## config.mk

```make
export PLATFORM = sky130hd
export DESIGN_NAME = bpdec_top
export DESIGN_NICKNAME = d
export VERILOG_FILES = /design/src/rtl/bpdec_pkg.sv /design/src/rtl/bpdec_control.sv /design/src/rtl/bpdec_datapath.sv /design/src/rtl/bpdec_top.sv
export SDC_FILE = /design/constraint.sdc
export NUM_CORES = 1
export LEC_CHECK = 0
export CAP_MARGIN = 10
export CORE_MARGIN = 4
export CORE_UTILIZATION = 30
export CTS_CLUSTER_DIAMETER = 60
export DETAILED_ROUTE_END_ITERATION = 6
export SLEW_MARGIN = 20
export SYNTH_ARGS = -nofsm -noshare
export SYNTH_HDL_FRONTEND = slang
export SYNTH_HIERARCHICAL = 1
export SYNTH_SLANG_ARGS = --single-unit
```

## constraint.sdc

```tcl
create_clock -name clk -period 4.77 [get_ports clk]
set_clock_uncertainty 0.15 [all_clocks]
set_input_delay 0.7155 -clock clk [delete_from_list [all_inputs] [get_ports clk]]
set_output_delay 0.7155 -clock clk [all_outputs]
set_load 0.05 [all_outputs]
```

## src/rtl/bpdec_pkg.sv

```systemverilog
package bpdec_pkg;

  // One received bit after classification at the input
  typedef struct packed {
    logic one;    // bit decodes as a one
    logic vio;    // bipolar violation against the previous mark
    logic pos;    // polarity of a single-rail mark (1 = positive)
    logic clean;  // exactly one rail was high
  } sym_t;

  typedef enum logic [1:0] {
    MODE_AMI  = 2'd0,
    MODE_B8   = 2'd1,
    MODE_HDB  = 2'd2
  } mode_e;

  // Strobes from control to datapath
  typedef struct packed {
    logic shiftEn;  // accept the incoming bit
    sym_t inSym;    // classified incoming bit
    logic clrB8;    // rewrite the newest eight stages as zeros
    logic clrHdb;   // rewrite the newest four stages as zeros
  } ctrl_t;

  localparam int CW_B8  = 8;
  localparam int CW_HDB = 4;

endpackage

```

## src/rtl/bpdec_control.sv

```systemverilog
module bpdec_control
  import bpdec_pkg::*;
#(
  parameter int DEPTH   = 8,
  parameter int LEN_W   = 3,
  parameter int HDB_SEL = 0,
  parameter int B8_MIN  = 2
) (
  input  logic                  clk,
  input  logic                  rst,
  input  logic                  bitValid,
  input  logic                  posRail,
  input  logic                  negRail,
  input  logic                  codeSel,
  input  logic [LEN_W-1:0]      lenSel,
  input  sym_t [DEPTH-1:0]      win,
  output ctrl_t                 ctrl
);

  localparam logic [LEN_W-1:0] HDB_CODE = LEN_W'(HDB_SEL);
  localparam logic [LEN_W-1:0] B8_LOW   = LEN_W'(B8_MIN);

  mode_e mode;
  logic  haveMark;
  logic  lastPol;
  sym_t  newSym;
  logic  b8Hit;
  logic  hdbHit;

  // Code selection from the enable and the length select
  always_comb begin
    mode = MODE_AMI;
    if (codeSel) begin
      if (lenSel == HDB_CODE)    mode = MODE_HDB;
      else if (lenSel >= B8_LOW) mode = MODE_B8;
    end
  end

  // Classify the incoming bit against the remembered polarity
  always_comb begin
    newSym.clean = posRail ^ negRail;
    newSym.one   = posRail | negRail;
    newSym.pos   = posRail;
    newSym.vio   = (posRail & negRail) |
                   (newSym.clean & haveMark & (posRail == lastPol));
  end

  // Polarity memory follows single-rail marks only
  always_ff @(posedge clk) begin
    if (rst) begin
      haveMark <= 1'b0;
      lastPol  <= 1'b0;
    end else if (bitValid && newSym.clean) begin
      haveMark <= 1'b1;
      lastPol  <= posRail;
    end
  end

  // Eight-zero codeword ending at the incoming bit:
  // win[6..4] space, win[3] V, win[2] B, win[1] space, win[0] V, new B
  always_comb begin
    b8Hit = (mode == MODE_B8) &&
            !win[6].one && !win[5].one && !win[4].one &&
            win[3].clean && win[3].vio &&
            win[2].clean && !win[2].vio && (win[2].pos != win[3].pos) &&
            !win[1].one &&
            win[0].clean && win[0].vio && (win[0].pos == win[2].pos) &&
            newSym.clean && !newSym.vio && (newSym.pos != win[0].pos);
  end

  // Four-zero codeword ending at the incoming bit: 000V or B00V
  always_comb begin
    hdbHit = (mode == MODE_HDB) &&
             !win[0].one && !win[1].one &&
             newSym.clean && newSym.vio &&
             (!win[2].one || (win[2].clean && !win[2].vio));
  end

  always_comb begin
    ctrl.shiftEn = bitValid;
    ctrl.inSym   = newSym;
    ctrl.clrB8   = bitValid & b8Hit;
    ctrl.clrHdb  = bitValid & hdbHit;
  end

endmodule

```

## src/rtl/bpdec_datapath.sv

```systemverilog
module bpdec_datapath
  import bpdec_pkg::*;
#(
  parameter int DEPTH = 8
) (
  input  logic             clk,
  input  logic             rst,
  input  ctrl_t            ctrl,
  output sym_t [DEPTH-1:0] win,
  output logic             dataOut,
  output logic             bpvOut
);

  sym_t [DEPTH-1:0] stg;
  logic [DEPTH-1:0] clrVec;

  // Stage g is cleared when it lands inside a recognised codeword
  always_comb begin
    for (int g = 0; g < DEPTH; g++) begin
      clrVec[g] = (ctrl.clrB8 && (g < CW_B8)) || (ctrl.clrHdb && (g < CW_HDB));
    end
  end

  for (genvar g = 0; g < DEPTH; g++) begin : gStage
    sym_t src;
    if (g == 0) begin : gHead
      assign src = ctrl.inSym;
    end else begin : gBody
      assign src = stg[g-1];
    end

    always_ff @(posedge clk) begin
      if (rst)               stg[g] <= '0;
      else if (ctrl.shiftEn) stg[g] <= clrVec[g] ? sym_t'('0) : src;
    end
  end

  // Oldest stage leaves through the output registers
  always_ff @(posedge clk) begin
    if (rst) begin
      dataOut <= 1'b0;
      bpvOut  <= 1'b0;
    end else if (ctrl.shiftEn) begin
      dataOut <= stg[DEPTH-1].one;
      bpvOut  <= stg[DEPTH-1].vio;
    end
  end

  assign win = stg;

endmodule

```

## src/rtl/bpdec_top.sv

```systemverilog
module bpdec_top
  import bpdec_pkg::*;
#(
  parameter int DEPTH   = 8,
  parameter int LEN_W   = 3,
  parameter int HDB_SEL = 0,
  parameter int B8_MIN  = 2
) (
  input  logic             clk,
  input  logic             rst,
  input  logic             bitValid,
  input  logic             posRail,
  input  logic             negRail,
  input  logic             codeSel,
  input  logic [LEN_W-1:0] lenSel,
  output logic             dataOut,
  output logic             bpvOut
);

  ctrl_t            ctrl;
  sym_t [DEPTH-1:0] win;

  bpdec_control #(
    .DEPTH(DEPTH), .LEN_W(LEN_W), .HDB_SEL(HDB_SEL), .B8_MIN(B8_MIN)
  ) ctrl_i (
    .clk(clk), .rst(rst), .bitValid(bitValid),
    .posRail(posRail), .negRail(negRail),
    .codeSel(codeSel), .lenSel(lenSel),
    .win(win), .ctrl(ctrl)
  );

  bpdec_datapath #(.DEPTH(DEPTH)) dp_i (
    .clk(clk), .rst(rst), .ctrl(ctrl),
    .win(win), .dataOut(dataOut), .bpvOut(bpvOut)
  );

endmodule

```

# Yosys cells after proc, flatten, opt, wreduce, memory -nomap -nowiden
# Cells that the tools add are included.
# word_totals
romBits	0
wordCells	93
input_bits	9
ram_bits	0
mem_count	0
register_bits	34
latch_bits	0
# classes
muxes	11
bitwise_logic	8
n_reduce_logical	33
magnitude_cmp	1
eq_ne	6
mul	0
n_div	0
shift	0
addsub	0
# op_table
operator	n
two-way mux 4 bit	8
logical AND 1 bit	22
logical NOT 1 bit	8
AND 1 bit	5
two-way mux 2 bit	2
greater-or-equal comparator 3 x 2 -> 1 bit, second input constant	1
logical NOT 3 bit	1
== test 1 bit	2
== test 2 x 1 -> 1 bit, second input constant	1
== test 2 bit, second input constant	1
logical OR 1 bit	2
inequality test 1 bit	2
OR 1 bit	2
two-way mux 1 bit	1
bitwise XOR 1 bit	1

# Longest topological paths before layout
# Gate-level depths: netlist (run 1).
# depth
depth_word	23
ltp_mapped	8
mapped_depth_nobuf	7

# Modules after synthesis
# The synthesis (run 1) kept the hierarchy.
# by_module_without_submodules
mod	seq_area_each_um2	n_inst	cells_per_inst	area_each_um2
bpdec_datapath	680.7	1	149	1466.4
bpdec_control	40.0	1	32	240.2

# Least setup slack after synthesis (run 1)
# Ideal clock, no wire load.
# synth_timing
kind	in2reg
start	input posRail
end	register dp_i.stg (netlist bit dp_i/win[10])
path_slack_ns	2.363
stages	8
t_required_ns	4.488
arrival_time_ns	2.125
path_buffers	1
path_cell_list	inv_1 -> ha_1 -> nand4b_1 -> nor4b_1 -> and4_1 -> clkbuf_1 -> nand4bb_1 -> a21oi_1
# synth_lines
item	line_no	source
start, declared	bpdec_top.sv:12	input logic posRail,
end signal, assigned by index	bpdec_datapath.sv:34	else if (ctrl.shiftEn) stg[g] <= clrVec[g] ? sym_t'('0) : src;
end, declared	bpdec_datapath.sv:14	sym_t [DEPTH-1:0] stg;

==> reports/results.env, run 1 <==
OUTCOME='finished, final reports clean'
SEQUENTIALPOWERSHARE=0.521
PLACE_CONGESTION=0.744
CTS_TREE='built'
GLOBALROUTE.TOTALOVERFLOW=0
NUMBER_OF_MAX_SLEW_VIOLATIONS_IN_THE_FINAL_REPORT=0
POWER_SWITCHING_W=0.0000965
TIMING.SETUP.TNS_NS=0
CRITICAL_PATH.SLOWEST_CELL='sky130_fd_sc_hd__and4_1'
CTSROOTBUFFERMASTER='sky130_fd_sc_hd__clkbuf_8'
MET3_WIRELENGTH_UM=43
FIN_CRIT_NS=3.23
FLOORPLAN_CORE_AREA_SQ_UM=4440
STD_CELL_ROWS=24
MIN_FROM='dp_i/win[31]$_SDFFE_PP0P_'
SYN_INST=149
CP_TOP_FAMILY='simple AND/OR/NAND/NOR gates'
REG2REGPATHDEPTH=5
P_INT_W=0.000369
MAX_FREQ_MHz=310
REG2REG_SETUP_SLACK_NS=2.69
DR.PASS1.ITERS=4
IR_WORST_VDD_mV=0.119
WORSTSETUPPATHTYPE='in2reg'
SLEW_HEADROOM=0.312
GRT_PASS1_WL_MM=4.62
CLK_PIN_SLEW_NS=0.09
CLOCKBUFFERDEPTH=2
MET2ROUTEDLENGTH_MM=1.22
FP.DIEAREA_SQ_UM=5810
TOP_LEVEL_PORTS=11
FIRST_GLOBAL_VIAS=963
ROUTE.FINAL.WIRE_LENGTH_MM=2.58
CRIT_BUF_INV=2
DETAILEDROUTE.FIRSTITERATIONVIOLATIONS=57
FINALHOLDVIOLCOUNT=0
DRV.MAX_CAP_VIOLATION_COUNT=0
SYN-NUM-NETS=160
PLACE_HPWL_MM=1.69
GR-USAGE-ALL-LAYERS=0.0932
YS_WARN_COUNT=6
TRITONCTS_NUM_SINKS=28
SETUP_VIOL_COUNT_FINAL=0
WORSTPATHARRIVAL_NS=3.19
TIGHTEST_SLEW_NS=1.03
REGTOREGENDPOINT='dp_i/win[26]$_SDFFE_PP0P_'
ROUTED-VIA-COUNT=1016
INITIAL_UTILIZATION=0.314
TOTAL_NUMBER_OF_H_TREE_LEVELS=1
DESIGN_POWER_W=0.000466
GRT_START_MAX_NET_PINS=55
CTS_SETUP_BUFFERS=0
WHS_ENDPOINT='dp_i/win[31]$_SDFFE_PP0P_'
FIN_WORST_HOLD_SLACK_NS=0.327
HOLD_BUFFERS=0
DRC_ERRORS=0
FIN_WS_NS=1.54
WORST_PATH_LARGEST_CELL_DELAY_NS=0.64
DIE_WIDTH_UM=76.2
ENDPOINT_KIND='flip-flop'
NETLIST_AREA_SQ_UM=1400
FINAL_NETS=159
DETAIL_ROUTE.WL_PER_CELL_UM=13.0
WORSTHOLDPATHCELLS=2
AREA.GROWTH.SYNTH_TO_FINAL_PCT=9.41
WL_MET1_MM=1.26
PROPORTION_OF_LAYOUT_CELLS_WITH_A_DRIVE_SUFFIX_ABOVE_1=0.0408
INITIAL_ANTENNA_VIOLATION_COUNT=0
CLKPWRFRAC=0.400
REG2REG_FROM='dp_i/win[7]$_SDFFE_PP0P_'
AVGSYNTHCELLAREA_SQ_UM=9.37
CTS_INSERTED_BUFFERS=3
DRT-VIAS-PER-INSTANCE=5.11
IO_BUFFER_COUNT=10
ANTENNADIODECOUNT=0
CTS-RESIZED-GATES=0
ANTENNA_VIOLATING_NETS_POST_ROUTE=0
INSERTION_DELAY_NS=0.28
FINAL_MIN_PERIOD_OVER_CLOCK_PERIOD=0.677
HIGHEST-SIGNAL-LAYER='met4'
WORSTPATHCELLLIST='clkdlybuf4s50_1 > inv_1 > ha_1 > nand4b_1 > nor4b_1 > and4_1 > nand3b_1 > a21oi_1'
CHIPHEIGHT_UM=76.2
PLACE_WORST_SETUP_SLACK_NS=1.22
GRT_SETUP_UNREPAIRED='no'
MAXIMUM_FANOUT_ALONG_THE_WORST_PATH=24
WORST_MIN_DELAY_PATH_CATEGORY='reg2reg'
POWER_SHARE_OF_THE_COMBINATIONAL_GROUP=0.079
CRITICAL_PATH.STARTPOINT_TYPE='input port'
CELLPOWERDENSITY_nW_PER_UM2=305
POWER.SHARE.SWITCHING=0.207
CRITICAL_PATH_REQUIRED_NS=4.73
STATIC-LEAKAGE-POWER_nW=0.470
[worst min-delay path: cells and delay by family (launching register included)]
| kind | cells | cell delay [ns] |
|---|---|---|
| AO/OA/AOI/OAI | 1 | 0.06 |
| flip-flops | 1 | 0.32 |
| AND/OR/NAND/NOR | 1 | 0.06 |
[through the flow]
stage                     utilization  area, sq um  instances
after floorplan                     -         1400        149
after detailed placement        0.328         1460        195
after global placement          0.328         1460        195
after CTS                       0.344         1530        199
final                           0.344         1530        199
after global routing            0.344         1530        199
[worst max-delay path by stage]
stage | startpoint | to | slack (ns) | cells after the start
final | posRail | dp_i/win[26]$_SDFFE_PP0P_ | 1.54 | 8
after global routing | posRail | dp_i/win[15]$_SDFFE_PP0P_ | 1.32 | 8
after CTS | posRail | dp_i/win[0]$_SDFFE_PP0P_ | 1.53 | 8
after detailed placement | posRail | dp_i/win[0]$_SDFFE_PP0P_ | 1.22 | 8
after global placement | posRail | dp_i/win[0]$_SDFFE_PP0P_ | 1.39 | 8
after floorplan | posRail | dp_i/win[10]$_SDFFE_PP0P_ | 2.36 | 8
[layout make-up]
class	instances	area, sq um
Clock buffer	3	41.3
Timing Repair Buffer	11	108
Sequential cell	28	561
Clock inverter	1	30.0
Fill cell	481	2920
Multi-Input combinational cell	101	712
Inverter	3	11.3
Tap cell	52	65.1
[state kept, by name (all words and copies together) (netlist names)]
| signal | cells |
|---|---|
| ctrl_i/haveMark | 1 |
| ctrl_i/lastPol | 1 |
| dp_i/bpvOut | 1 |
| dp_i/dataOut | 1 |
| dp_i/win | 24 |
[layout by cell type, fill, tap and decap left out, types with 3 or more instances in the layout]
cell and count:
sky130_fd_sc_hd__clkdlybuf4s50_1 10, sky130_fd_sc_hd__a21oi_1 26, sky130_fd_sc_hd__dfxtp_1 28, sky130_fd_sc_hd__nand2b_1 25
sky130_fd_sc_hd__nand3b_1 8, sky130_fd_sc_hd__nand2_1 4, sky130_fd_sc_hd__inv_1 3, sky130_fd_sc_hd__nand4bb_1 16
sky130_fd_sc_hd__nor2_1 4, sky130_fd_sc_hd__clkbuf_8 3
[power by group through the flow]
stage                     registers [W]  logic [W]  clock network [W]
after floorplan                0.000247  0.0000301                  0
final                          0.000243  0.0000366           0.000186
after global placement         0.000248  0.0000354                  0
after global routing           0.000244  0.0000409           0.000202
after detailed placement       0.000248  0.0000367                  0
after CTS                      0.000243  0.0000368           0.000192
[metal layers]
metal,vias up,GRT usage
met2,10,0.142
met3,4,0.0118
li1,515,-
met5,-,0
met4,0,0.0525
met1,487,0.126
No activity file was read; power rests on OpenSTA's default activity.
==> run 2, diff against run 1 <==
==> constraint.sdc (replaced) <==
create_clock -name clk -period 2.71 [get_ports clk]
set_clock_uncertainty 0.15 [all_clocks]
set_input_delay 0.4065 -clock clk [delete_from_list [all_inputs] [get_ports clk]]
set_output_delay 0.4065 -clock clk [all_outputs]
set_load 0.05 [all_outputs]
==> reports/results.env, run 2 (synthesis results as in run 1) <==
OUTCOME='finished, final reports clean'
CLK_PIN_SLEW_NS=0.10
WORSTPATHCELLLIST='clkdlybuf4s50_1 > inv_1 > ha_1 > buf_4 > a31o_2 > and4b_1 > nand4bb_1 > a21oi_1'
REG2REG_SETUP_SLACK_NS=0.97
MAXIMUM_FANOUT_ALONG_THE_WORST_PATH=16
SEQUENTIALPOWERSHARE=0.516
AREA.GROWTH.SYNTH_TO_FINAL_PCT=12.6
FIN_CRIT_NS=2.36
NUMBER_OF_MAX_SLEW_VIOLATIONS_IN_THE_FINAL_REPORT=0
HOLD_BUFFERS=0
MAX_FREQ_MHz=424
WORST_MIN_DELAY_PATH_CATEGORY='reg2reg'
GR-USAGE-ALL-LAYERS=0.0975
CP_TOP_FAMILY='buffers and inverters'
REGTOREGENDPOINT='dp_i/win[12]$_SDFFE_PP0P_'
CLKPWRFRAC=0.401
LARGEST_REG_FLOPS=24
STATIC-LEAKAGE-POWER_nW=0.501
CTSROOTBUFFERMASTER='sky130_fd_sc_hd__clkbuf_8'
GLOBALROUTE.TOTALOVERFLOW=0
GRT_START_MAX_NET_PINS=54
CTS-RESIZED-GATES=0
FINAL_CELL_AREA_SQ_UM=1570
REG2REG_FROM='dp_i/win[7]$_SDFFE_PP0P_'
POWER_SWITCHING_W=0.000174
P_INT_W=0.000653
GRT_PASS1_WL_MM=4.71
TRITONCTS_NUM_SINKS=28
DIE_WIDTH_UM=76.2
CELLPOWERDENSITY_nW_PER_UM2=526
SLEW_HEADROOM=0.666
CTS_TREE='built'
WORST_PATH_LARGEST_CELL_DELAY_NS=0.50
FINAL_NETS=165
PROPORTION_OF_LAYOUT_CELLS_WITH_A_DRIVE_SUFFIX_ABOVE_1=0.0784
CRIT_BUF_INV=3
INITIAL_UTILIZATION=0.314
TOTAL_NUMBER_OF_H_TREE_LEVELS=1
FILLERINSTANCES=470
REG2REGPATHDEPTH=6
POWER_SHARE_OF_THE_COMBINATIONAL_GROUP=0.083
TIMING.SETUP.TNS_NS=0
CRITICAL_PATH_REQUIRED_NS=2.78
WORSTPATHARRIVAL_NS=2.42
CTS_INSERTED_BUFFERS=3
POSTPLACECELLAREA_SQ_UM=1500
ROUTE.FINAL.WIRE_LENGTH_MM=2.63
DETAIL_ROUTE.WL_PER_CELL_UM=12.8
FLOORPLAN_CORE_AREA_SQ_UM=4440
ANTENNADIODECOUNT=0
FINAL_COMMON_CELL='sky130_fd_sc_hd__dfxtp_1'
FIN_WS_NS=0.351
FP.DIEAREA_SQ_UM=5810
INITIAL_ANTENNA_VIOLATION_COUNT=0
SETUP_VIOL_COUNT_FINAL=0
POWER.SHARE.SWITCHING=0.211
WORST_SETUP_PATH_STARTPOINT='negRail'
DR.PASS1.ITERS=4
CRITICAL_PATH.STARTPOINT_TYPE='input port'
CHIPHEIGHT_UM=76.2
IR_WORST_VDD_mV=0.259
CRITICAL_PATH.SLOWEST_CELL='sky130_fd_sc_hd__clkdlybuf4s50_1'
FINALHOLDVIOLCOUNT=0
CP_NUM_CELLS=8
ROUTED-VIA-COUNT=1065
FIRST_GLOBAL_VIAS=1037
DETAILEDROUTE.FIRSTITERATIONVIOLATIONS=72
CTS_SETUP_BUFFERS=0
LAYOUT_COMMON_CELLS='28 x sky130_fd_sc_hd__dfxtp_1, 26 x sky130_fd_sc_hd__a21oi_1, 25 x sky130_fd_sc_hd__nand2b_1, 16 x sky130_fd_sc_hd__nand4bb_1, 10 x sky130_fd_sc_hd__clkdlybuf4s50_1'
ENDPOINT_KIND='flip-flop'
INSERTION_DELAY_NS=0.28
CLOCKBUFFERDEPTH=2
STD_CELL_ROWS=24
DRV.MAX_CAP_VIOLATION_COUNT=0
TOP_LEVEL_PORTS=11
DRC_ERRORS=0
PLACE_CONGESTION=0.721
CRIT_PATH_END='dp_i/win[12]$_SDFFE_PP0P_'
DRT-VIAS-PER-INSTANCE=5.20
GRT_SETUP_UNREPAIRED='no'
PLACE_WORST_SETUP_SLACK_NS=0.0645
FINAL_MIN_PERIOD_OVER_CLOCK_PERIOD=0.871
ANTENNA_VIOLATING_NETS_POST_ROUTE=0
WORSTSETUPPATHTYPE='in2reg'
IO_BUFFER_COUNT=10
PLACE_HPWL_MM=1.77
TIGHTEST_SLEW_NS=0.500
-- run 2: changes by cell type in the layout (fill, tap and decap cells not counted), sizes merged --
cell | before | now
buf | 1 | 7
-- run 2: worst reg2reg max path, delay by kind of cell (launching register included) --
kind                   cells  cell delay [ns]
flip-flops                 1             0.34
buffers and inverters      1             0.18
AND/OR/NAND/NOR            4             0.89
AO/OA/AOI/OAI              1             0.08
-- run 2: final cells by class --
class | count | area, sq um | area share
inverter | 3 | 11.3 | 0.00716
clock buffer | 3 | 41.3 | 0.0263
tap | 52 | 65.1 | 0.0414
clock inverter | 1 | 30.0 | 0.0191
timing repair buffer | 17 | 153 | 0.0971
multi-input combinational | 101 | 712 | 0.453
sequential | 28 | 561 | 0.356
-- run 2: worst min-delay path by stage --
stage	end	startpoint	cells past startpoint	slack [ns]
floorplan	dp_i/win[30]$_SDFFE_PP0P_	dp_i/win[30]$_SDFFE_PP0P_	2	0.29
global placement	dp_i/win[30]$_SDFFE_PP0P_	dp_i/win[30]$_SDFFE_PP0P_	2	0.30
detailed placement	dp_i/win[6]$_SDFFE_PP0P_	dp_i/win[6]$_SDFFE_PP0P_	2	0.31
CTS	dp_i/win[6]$_SDFFE_PP0P_	dp_i/win[6]$_SDFFE_PP0P_	2	0.33
global route	dp_i/win[4]$_SDFFE_PP0P_	dp_i/win[4]$_SDFFE_PP0P_	2	0.35
finish	dp_i/win[31]$_SDFFE_PP0P_	dp_i/win[31]$_SDFFE_PP0P_	2	0.32
-- run 2: per-layer routing --
metal / vias to the layer above / global-route usage / routed length, um
met4: 0 / 0.0598 / 82
met2: 13 / 0.156 / 1240
met5: - / 0 / 0
li1: 530 / - / -
met1: 515 / 0.126 / 1260
met3: 7 / 0.0106 / 50
-- run 2: stage by stage --
step                utilization  hold WS [ns]  instances  power, W
finish                    0.354         0.324        205  0.000827
global placement          0.338         0.304        201  0.000503
CTS                       0.354         0.327        205  0.000839
global route              0.354         0.351        205  0.000869
floorplan                     -         0.293        149  0.000488
detailed placement        0.338         0.310        201  0.000506
-- run 2: power by group through the flow --
stage,clock network (W),logic (W),registers (W)
after floorplan,0,0.0000530,0.000435
after global placement,0,0.0000668,0.000436
after detailed placement,0,0.0000691,0.000436
after CTS,0.000342,0.0000695,0.000427
after global routing,0.000364,0.0000774,0.000428
final,0.000332,0.0000688,0.000427
==> run 3, diff against run 2 <==
--- a/config.mk
+++ b/config.mk
@@ -10,6 +10,7 @@
 export CORE_UTILIZATION = 30
 export CTS_CLUSTER_DIAMETER = 60
 export DETAILED_ROUTE_END_ITERATION = 6
+export REMOVE_ABC_BUFFERS = 1
 export SLEW_MARGIN = 20
 export SYNTH_ARGS = -nofsm -noshare
 export SYNTH_HDL_FRONTEND = slang
==> reports/results.env, run 3 (synthesis results as in run 1) <==
REG2REG_FROM='ctrl_i/lastPol$_SDFFE_PP0P_'
NUMBER_OF_MAX_SLEW_VIOLATIONS_IN_THE_FINAL_REPORT=0
SLEW_HEADROOM=0.673
WORST_MIN_DELAY_PATH_CATEGORY='reg2reg'
CLK_PIN_SLEW_NS=0.09
CLOCKBUFFERDEPTH=2
CTS_SETUP_BUFFERS=0
TOP_LEVEL_PORTS=11
AREA.GROWTH.SYNTH_TO_FINAL_PCT=9.95
GRT_PASS1_WL_MM=4.77
GRT_SETUP_UNREPAIRED='no'
IR_WORST_VDD_mV=0.216
FLOORPLAN_CORE_AREA_SQ_UM=4440
INSERTION_DELAY_NS=0.26
FILLERINSTANCES=468
CRITICAL_PATH.STARTPOINT_TYPE='input port'
CTSROOTBUFFERMASTER='sky130_fd_sc_hd__clkbuf_8'
CHIPHEIGHT_UM=76.2
IO_BUFFER_COUNT=10
INITIAL_ANTENNA_VIOLATION_COUNT=0
LAYOUT_COMMON_CELLS='28 x sky130_fd_sc_hd__dfxtp_1, 26 x sky130_fd_sc_hd__a21oi_1, 25 x sky130_fd_sc_hd__nand2b_1, 16 x sky130_fd_sc_hd__nand4bb_1, 10 x sky130_fd_sc_hd__clkdlybuf4s50_1'
WORST_PATH_LARGEST_CELL_DELAY_NS=0.48
ANTENNA_VIOLATING_NETS_POST_ROUTE=0
TIGHTEST_SLEW_NS=0.489
TOTAL_NUMBER_OF_H_TREE_LEVELS=1
DRV.MAX_CAP_VIOLATION_COUNT=0
CELLPOWERDENSITY_nW_PER_UM2=463
FIRST_GLOBAL_VIAS=1033
PROPORTION_OF_LAYOUT_CELLS_WITH_A_DRIVE_SUFFIX_ABOVE_1=0.0662
DESIGN_POWER_W=0.000711
DR.PASS1.ITERS=4
TIMING.SETUP.TNS_NS=0
PLACE_HPWL_MM=1.74
PLACE_CONGESTION=0.752
LAYOUT.AREA.SEQ_SQ_UM=561
MAXIMUM_FANOUT_ALONG_THE_WORST_PATH=16
DIE_WIDTH_UM=76.2
GLOBALROUTE.TOTALOVERFLOW=0
OUTCOME='finished, final reports clean'
FINAL_NETS=164
CTS_INSERTED_BUFFERS=3
FIN_CRIT_NS=2.35
WORSTSETUPPATHTYPE='in2reg'
INITIAL_UTILIZATION=0.314
ROUTE.FINAL.WIRE_LENGTH_MM=2.65
CRITICAL_PATH.SLOWEST_CELL='sky130_fd_sc_hd__clkdlybuf4s50_1'
SETUP_VIOL_COUNT_FINAL=0
FIN_WORST_HOLD_SLACK_NS=0.325
LARGEST_REG_FLOPS=24
TRITONCTS_NUM_SINKS=28
ROUTED-VIA-COUNT=1034
STATIC-LEAKAGE-POWER_nW=0.481
CTS_TREE='built'
CTS-RESIZED-GATES=0
FINAL_COMMON_CELL='sky130_fd_sc_hd__dfxtp_1'
MAX_FREQ_MHz=426
STD_CELL_ROWS=24
WORSTPATHARRIVAL_NS=2.40
ANTENNADIODECOUNT=0
DETAIL_ROUTE.WL_PER_CELL_UM=13.0
REGTOREGENDPOINT='dp_i/win[2]$_SDFFE_PP0P_'
FP.DIEAREA_SQ_UM=5810
REG2REG_SETUP_SLACK_NS=0.96
DETAILEDROUTE.FIRSTITERATIONVIOLATIONS=64
FINAL_MIN_PERIOD_OVER_CLOCK_PERIOD=0.867
WORST_SETUP_PATH_STARTPOINT='posRail'
DRT-VIAS-PER-INSTANCE=5.09
FOOTPRINT_OF_THE_MULTI_INPUT_GATES_SQ_UM=712
FINALHOLDVIOLCOUNT=0
REG2REGPATHDEPTH=5
CRITICAL_PATH_REQUIRED_NS=2.76
HOLD_BUFFERS=0
ENDPOINT_KIND='flip-flop'
GRT_START_MAX_NET_PINS=54
WORSTPATHCELLLIST='clkdlybuf4s50_1 > inv_1 > ha_1 > buf_4 > a31o_2 > and4b_1 > nand4bb_1 > a21oi_1'
GR-USAGE-ALL-LAYERS=0.0961
DRC_ERRORS=0
CRIT_PATH_END='dp_i/win[2]$_SDFFE_PP0P_'
run 3: cell count changes in the layout (fill, tap and decap cells not counted), sizes merged:
cell	delta
buf	-1
bufinv	-1
run 3: worst min path at each step:
stage                              start                   endpoint  cells after the start
4_1_cts        dp_i/win[22]$_SDFFE_PP0P_  dp_i/win[22]$_SDFFE_PP0P_                      2
3_5_place_dp   dp_i/win[18]$_SDFFE_PP0P_  dp_i/win[18]$_SDFFE_PP0P_                      2
2_1_floorplan  dp_i/win[30]$_SDFFE_PP0P_  dp_i/win[30]$_SDFFE_PP0P_                      2
5_1_grt        dp_i/win[22]$_SDFFE_PP0P_  dp_i/win[26]$_SDFFE_PP0P_                      2
3_3_place_gp   dp_i/win[22]$_SDFFE_PP0P_  dp_i/win[22]$_SDFFE_PP0P_                      2
6_report       dp_i/win[22]$_SDFFE_PP0P_  dp_i/win[22]$_SDFFE_PP0P_                      2
run 3: metal layers:
metal | vias up | wire, um | track usage
met4 | 0 | 13 | 0.0109
met1 | 488 | 1330 | 0.128
met3 | 2 | 130 | 0.0319
li1 | 523 | - | -
met2 | 21 | 1170 | 0.156
met5 | - | 0 | 0
run 3: power by group:
part           switching, W  total (W)  internal (W)
registers        0.00000687   0.000427      0.000420
clock network      0.000115   0.000215     0.0000994
logic             0.0000343  0.0000693     0.0000349
run 3: final cells by class:
cell class / instances / share of cell area
Clock buffer: 3 / 0.0269
Sequential cell: 28 / 0.365
Inverter: 3 / 0.00733
Timing Repair Buffer: 16 / 0.0945
Multi-Input combinational cell: 101 / 0.464
Tap cell: 52 / 0.0424
run 3: per-stage QoR:
stage                     utilization  std cells  cell area, sq um  worst slack (ns)
final                           0.345        203              1540             0.361
after global routing            0.345        203              1540             0.235
after CTS                       0.345        203              1540             0.357
after detailed placement        0.336        200              1490            0.0648
after global placement          0.336        200              1490             0.134
after floorplan                     -        132              1280             0.624
run 3: critical path, delay by kind of cell:
kind | cells | cell delay (ns)
AOI/OAI and AO/OA | 2 | 0.39
adders and majority gates | 1 | 0.30
buffers and inverters | 3 | 0.69
and+or+nand+nor | 2 | 0.61
